--- config.mk ---
export PLATFORM = sky130hd
export DESIGN_NAME = trib_maint_loop
export DESIGN_NICKNAME = d
export VERILOG_FILES = /design/src/rtl/trib_maint_pkg.sv /design/src/rtl/tm_ctrl_mux.sv /design/src/rtl/tm_force_arm.sv /design/src/rtl/tm_tx_path.sv /design/src/rtl/trib_maint_loop.sv
export SDC_FILE = /design/constraint.sdc
export NUM_CORES = 1
export LEC_CHECK = 0
export ABC_AREA = 1
export ABC_CLOCK_PERIOD_IN_PS = 1080
export BUFFER_PORTS_ARGS = -buffer_cell sky130_fd_sc_hd__buf_2
export CAP_MARGIN = 20
export CORE_MARGIN = 2
export CORE_UTILIZATION = 41
export DETAILED_ROUTE_END_ITERATION = 7
export PLACE_DENSITY = 0.8
export SETUP_SLACK_MARGIN = 0.5
export SYNTH_ARGS = -nofsm -noshare
export SYNTH_HDL_FRONTEND = slang
export SYNTH_SLANG_ARGS = --single-unit
--- constraint.sdc ---
create_clock -name clk -period 1.08 [get_ports clk]
set_clock_uncertainty 0.05 [all_clocks]
set_input_delay 0.054 -clock clk [delete_from_list [all_inputs] [get_ports clk]]
set_output_delay 0.054 -clock clk [all_outputs]
set_load 0.005 [all_outputs]
--- src/rtl/trib_maint_pkg.sv ---
package trib_maint_pkg;
  localparam int RATE_W = 2;

  typedef struct packed {
    logic              par_en;
    logic [RATE_W-1:0] rate;
    logic              serial;
    logic              alarm;
  } maint_ctrl_t;
endpackage

--- src/rtl/tm_ctrl_mux.sv ---
module tm_ctrl_mux
  import trib_maint_pkg::*;
(
  input  logic        clk,
  input  logic        rst,
  input  logic        proc_mode,
  input  maint_ctrl_t pin_ctrl,
  input  maint_ctrl_t reg_ctrl,
  output maint_ctrl_t eff_ctrl,
  output maint_ctrl_t ctrl_q
);
  assign eff_ctrl = proc_mode ? reg_ctrl : pin_ctrl;

  always_ff @(posedge clk) begin
    if (rst) ctrl_q <= '0;
    else     ctrl_q <= eff_ctrl;
  end


  reg_source_chk: assert property (@(posedge clk) disable iff (rst)
    proc_mode |=> ctrl_q == $past(reg_ctrl));

  pin_source_chk: assert property (@(posedge clk) disable iff (rst)
    !proc_mode |=> ctrl_q == $past(pin_ctrl));
endmodule

--- src/rtl/tm_force_arm.sv ---
module tm_force_arm #(
  parameter int SYNC_N = 2
) (
  input  logic clk,
  input  logic rst,
  input  logic force_n,
  input  logic consume,
  output logic pending
);
  logic [SYNC_N:0] shr;
  logic            fall;

  always_ff @(posedge clk) begin
    if (rst) shr <= '1;
    else     shr <= {shr[SYNC_N-1:0], force_n};
  end

  assign fall = shr[SYNC_N] & ~shr[SYNC_N-1];

  always_ff @(posedge clk) begin
    if (rst) pending <= 1'b0;
    else     pending <= fall | (pending & ~consume);
  end


  single_shot_chk: assert property (@(posedge clk) disable iff (rst)
    pending && consume && !fall |=> !pending);

  no_spurious_arm_chk: assert property (@(posedge clk) disable iff (rst)
    !pending && !fall |=> !pending);
endmodule

--- src/rtl/tm_tx_path.sv ---
module tm_tx_path #(
  parameter int DW       = 4,
  parameter int FBIT_POS = 0
) (
  input  logic          clk,
  input  logic          rst,
  input  logic [DW-1:0] term_bit,
  input  logic          term_fbit,
  input  logic          term_vld,
  input  logic [DW-1:0] loop_bit,
  input  logic          loop_vld,
  input  logic          pay_sel,
  input  logic          alarm,
  input  logic          pending,
  output logic          consume,
  output logic [DW-1:0] line_bit,
  output logic          line_vld
);
  localparam logic [DW-1:0] ERR_MASK = DW'(1) << FBIT_POS;

  logic [DW-1:0] src_bit;
  logic          src_vld;
  logic          src_fbit;
  logic [DW-1:0] err_bit;

  always_comb begin
    src_bit  = pay_sel ? loop_bit : term_bit;
    src_vld  = pay_sel ? loop_vld : term_vld;
    src_fbit = pay_sel ? 1'b0     : term_fbit;
    consume  = pending & src_fbit & src_vld;
    err_bit  = consume ? (src_bit ^ ERR_MASK) : src_bit;
  end

  always_ff @(posedge clk) begin
    if (rst) begin
      line_bit <= '0;
      line_vld <= 1'b0;
    end else begin
      line_bit <= alarm ? '1 : err_bit;
      line_vld <= src_vld;
    end
  end


  alarm_ones_chk: assert property (@(posedge clk) disable iff (rst)
    alarm |=> line_bit == '1);

  payload_loop_chk: assert property (@(posedge clk) disable iff (rst)
    pay_sel && !alarm |=> line_bit == $past(loop_bit) && line_vld == $past(loop_vld));
endmodule

--- src/rtl/trib_maint_loop.sv ---
module trib_maint_loop
  import trib_maint_pkg::*;
#(
  parameter int DW       = 4,
  parameter int FBIT_POS = 0,
  parameter int SYNC_N   = 2
) (
  input  logic              clk,
  input  logic              rst,
  input  logic              proc_mode,
  input  logic              pin_par_en,
  input  logic [RATE_W-1:0] pin_rate,
  input  logic              pin_serial,
  input  logic              pin_alarm_n,
  input  logic              reg_par_en,
  input  logic [RATE_W-1:0] reg_rate,
  input  logic              reg_serial,
  input  logic              reg_alarm,
  input  logic              term_loop_n,
  input  logic              pay_loop_n,
  input  logic              loop_time_n,
  input  logic              force_err_n,
  input  logic              nrz_sel,
  input  logic              tx_ce_local,
  input  logic              rx_ce,
  input  logic [DW-1:0]     term_tx_bit,
  input  logic              term_tx_fbit,
  input  logic              term_tx_vld,
  input  logic [DW-1:0]     line_rx_bit,
  input  logic              line_rx_vld,
  output logic              par_en_o,
  output logic [RATE_W-1:0] rate_o,
  output logic              serial_o,
  output logic              coder_bypass_o,
  output logic              tx_ce_o,
  output logic [DW-1:0]     line_tx_bit,
  output logic              line_tx_vld,
  output logic [DW-1:0]     term_rx_bit,
  output logic              term_rx_vld
);
  maint_ctrl_t pin_ctrl, reg_ctrl, eff_ctrl, ctrl_q;
  logic        pending, consume, pay_sel;

  assign pin_ctrl = '{par_en: pin_par_en, rate: pin_rate, serial: pin_serial, alarm: ~pin_alarm_n};
  assign reg_ctrl = '{par_en: reg_par_en, rate: reg_rate, serial: reg_serial, alarm: reg_alarm};

  tm_ctrl_mux u_ctrl (
    .clk(clk), .rst(rst), .proc_mode(proc_mode),
    .pin_ctrl(pin_ctrl), .reg_ctrl(reg_ctrl),
    .eff_ctrl(eff_ctrl), .ctrl_q(ctrl_q)
  );

  assign par_en_o = ctrl_q.par_en;
  assign rate_o   = ctrl_q.rate;
  assign serial_o = ctrl_q.serial;

  tm_force_arm #(.SYNC_N(SYNC_N)) u_arm (
    .clk(clk), .rst(rst), .force_n(force_err_n),
    .consume(consume), .pending(pending)
  );

  assign pay_sel = ~pay_loop_n & eff_ctrl.serial;

  tm_tx_path #(.DW(DW), .FBIT_POS(FBIT_POS)) u_tx (
    .clk(clk), .rst(rst),
    .term_bit(term_tx_bit), .term_fbit(term_tx_fbit), .term_vld(term_tx_vld),
    .loop_bit(line_rx_bit), .loop_vld(line_rx_vld),
    .pay_sel(pay_sel), .alarm(eff_ctrl.alarm), .pending(pending),
    .consume(consume), .line_bit(line_tx_bit), .line_vld(line_tx_vld)
  );

  always_ff @(posedge clk) begin
    if (rst) begin
      term_rx_bit    <= '0;
      term_rx_vld    <= 1'b0;
      tx_ce_o        <= 1'b0;
      coder_bypass_o <= 1'b0;
    end else begin
      term_rx_bit    <= term_loop_n ? line_rx_bit : line_tx_bit;
      term_rx_vld    <= term_loop_n ? line_rx_vld : line_tx_vld;
      tx_ce_o        <= loop_time_n ? tx_ce_local : rx_ce;
      coder_bypass_o <= nrz_sel;
    end
  end


  term_loop_chk: assert property (@(posedge clk) disable iff (rst)
    !term_loop_n |=> term_rx_bit == $past(line_tx_bit) && term_rx_vld == $past(line_tx_vld));

  loop_timing_chk: assert property (@(posedge clk) disable iff (rst)
    !loop_time_n |=> tx_ce_o == $past(rx_ce));

  nibble_no_loop_chk: assert property (@(posedge clk) disable iff (rst)
    !eff_ctrl.serial && !eff_ctrl.alarm && !term_tx_fbit |=> line_tx_bit == $past(term_tx_bit));
endmodule

==> key figures <==
Die
  • Placeable Area: 1764 sq um
  • Chip height: 47.88 um
  • Die Wd: 47.88 um
  • IO Count: 47
  • Row count: 15
  • Initial core utilization: 44.75%
  • DIE AREA: 2292 sq um

Final layout
  • P&R area growth vs syn: 65.93%
  • # diodes: 0
  • Layout cells sized above 1: 55.28%
  • Final core occ: 74.26%
  • Final #Nets: 193

Worst setup path
  • Slowest cell delay on critical path: 0.36 ns
  • Crit path max-delay cell type: dfxtp_2
  • Worst-path cell chain: nand2_2 -> nor2_4 -> nand2_2 -> nand2_1 -> nand3_1 -> nand2_1 -> inv_1
  • Buf+Inv Stages, Crit Path: 1
  • FF-to-FF Start: u_arm.pending
  • Critical path arrival: 1.16 ns
  • Nature of the critical path endpoint: register
  • Crit path kind: reg2reg
  • CP startpoint kind: register
  • Crit Path Max Fanout: 2
  • Crit path launch: u_arm.pending
  • Cell family with most CP delay: simple AND/OR/NAND/NOR gates
  • Req. time, crit path: 1.24 ns

Logic synthesis
  • Async SR Flop Fraction: 0%
  • Mean Syn Cell Area: 7.448 sq um
  • Post-synth cell types: 16
  • Seq cells post-synth: 20
  • Synth top area cells: dfxtp_1 (51%), nand2_1 (10%), nor2_1 (8.1%), inv_1 (7.6%), o21ai_0 (6.3%)
  • Sequential share of the synthesized area: 50.71%
  • Area of the mapped netlist: 789.5 sq um
  • Most numerous cell in the Yosys netlist: nand2_1
  • Top cells by count, synth: nand2_1 (22), dfxtp_1 (20), nor2_1 (17)
  • Mapped Cells: 106
  • Synth top area share: 50.71%
  • Mapped Nets: 137
  • Number of synthesized flops with an enable pin: 0
  • Top_reg_cell synth: dfxtp_1
  • Cell type with the largest total area after synthesis: dfxtp_1
  • Syn. warnings: 0

STA
  • Fmax: 1002 MHz
  • Fin Hold WS: -0.1245 ns
  • Setup Viol. Count Final: 0
  • Final hold viol count: 13
  • Relative slew slack: 87.52%
  • Fin crit period: 0.9980 ns
  • Share of the clock period used by the worst path: 92.41%
  • Final worst slack: 0.08196 ns
  • Pin slew with the least headroom to its limit: 0.1853 ns
  • Final max-slew violation count: 0
  • RSZ-0062 raised after global routing: true

Route
  • Starting DRT DRC Count: 10
  • Final wirelength: 2.060 mm
  • Routed vias/inst: 4.618
  • Drt pass-1 iters: 4
  • Detailed-route via count: 859
  • # DRC: 0
  • Routed len/inst: 11.08 um
  • Number of routed nets with antenna violations: 0

Placed design
  • Port Buffers: 46
  • Setup WS pre-CTS: -0.02233 ns
  • GPL Wtd Cong: 0.7254
  • DP HPWL: 1.447 mm

Power
  • PD cells: 1338 nW/um^2
  • VDD IR max: 589.8 uV
  • Leakage Power: 0.6927 nW

Global routing
  • Aggregate global-route resource usage: 18.88%
  • First-pass GRT wire length: 2.973 mm
  • Vias in the first global route: 741
  • Largest net degree at the start of global routing: 15
  • Grt ovf: 0
  • Initial antenna violation count: 0

Clock network
  • Clk buf depth: 2
  • CTS sink count: 20
  • CTS root buf: clkbuf_4
  • CTS tree: yes
  • Htree depth: 1
  • Clock latency on the worst-skew pair: 0.30 ns
  • Clk pin slew, worst setup/hold paths: 0.12 ns
  • Number of buffers created by CTS: 3

Outcome
  • Failing checks: negative hold slack
  • Run status: finished with violations

Flow run
  • Max-cap viol count: 0

Min path
  • Worst Hold Launch: loop_time_n
  • Hold Path Class: in2reg
## stage by stage
step / std cells / TNS [ns] / cell area (sq um) / hold slack, ns / power (mW)
6_report: 186 / 0 / 1310 / -0.1245 / 1.752
5_1_grt: 186 / 0 / 1310 / -0.1377 / 1.841
4_1_cts: 183 / 0 / 1235 / -0.1261 / 1.724
3_5_place_dp: 178 / -0.04306 / 1130 / 0.1936 / 1.100
3_3_place_gp: 178 / 0 / 1130 / 0.1863 / 1.092
2_1_floorplan: 106 / 0 / 860.8 / 0.06897 / 0.9609
## layout by cell type, fill, tap and decap left out, drive strengths merged
cell type / Yosys / final
nand3: 8 / 8
nor2: 19 / 19
a22oi: 1 / 1
or2: 2 / 2
bufinv: 0 / 1
clkbuf: 0 / 3
a21oi: 3 / 3
inv: 17 / 16
dfxtp: 20 / 20
o21ai: 10 / 10
clkinvlp: 0 / 1
nand2: 25 / 25
buf: 1 / 52
## final timing paths
kind              slack (ns)               end  cells after the start
setup / recovery        0.08  u_tx.line_bit[0]                      7
hold / removal         -0.12           tx_ce_o                      2
setup reg to reg        0.08  u_tx.line_bit[0]                      7
hold reg to reg         0.40      u_arm.shr[1]                      1
## layout make-up
class	count	area, sq um
inverters	17	97.59
repair buffers	52	320.3
multi-input cells	68	397.9
fillers	145	454.2
well taps	25	31.28
clock inverters	1	30.03
flip-flops and latches	20	410.4
clock buffers	3	22.52
## cell families (layout without fill, tap and decap cells)
kind of cell,after synthesis,count (layout),synth area share [%]
compound gates,14,14,9.192
buf+inv,18,73,9.033
flops,20,20,50.71
simple gates,54,54,31.06
## where the power goes
group	switching, mW	total [mW]	leakage, nW	internal (mW)
clock network	0.231	0.606	0.0279	0.375
registers	0.0179	0.810	0.169	0.792
logic	0.169	0.336	0.496	0.167
total	0.418	1.75	0.693	1.33
## per-layer routing
| layer | up-vias | GRT usage [%] | share of wire, % |
|---|---|---|---|
| li1 | 436 | - | - |
| met1 | 386 | 20.99 | 40 |
| met2 | 35 | 35.47 | 52 |
| met3 | 2 | 2.264 | 6.8 |
| met4 | 0 | 8.108 | 0.97 |
| met5 | - | 0 | 0 |
## registers in the layout, indices dropped and copies added, names as in the netlist
signal,cells
u_ctrl.ctrl_q,4
coder_bypass_o,1
term_rx_bit,4
u_arm.shr,3
u_tx.line_vld,1
u_arm.pending,1
term_rx_vld,1
tx_ce_o,1
u_tx.line_bit,4
## repair_timing
action	4_1_cts	5_1_grt
gates cloned	0	0
pin swaps	3	4
gates resized for setup	17	17
hold endpoints to repair	16	13
buffers inserted	1	3
setup endpoints to repair	30	32
(Power assumes the default switching activity.)
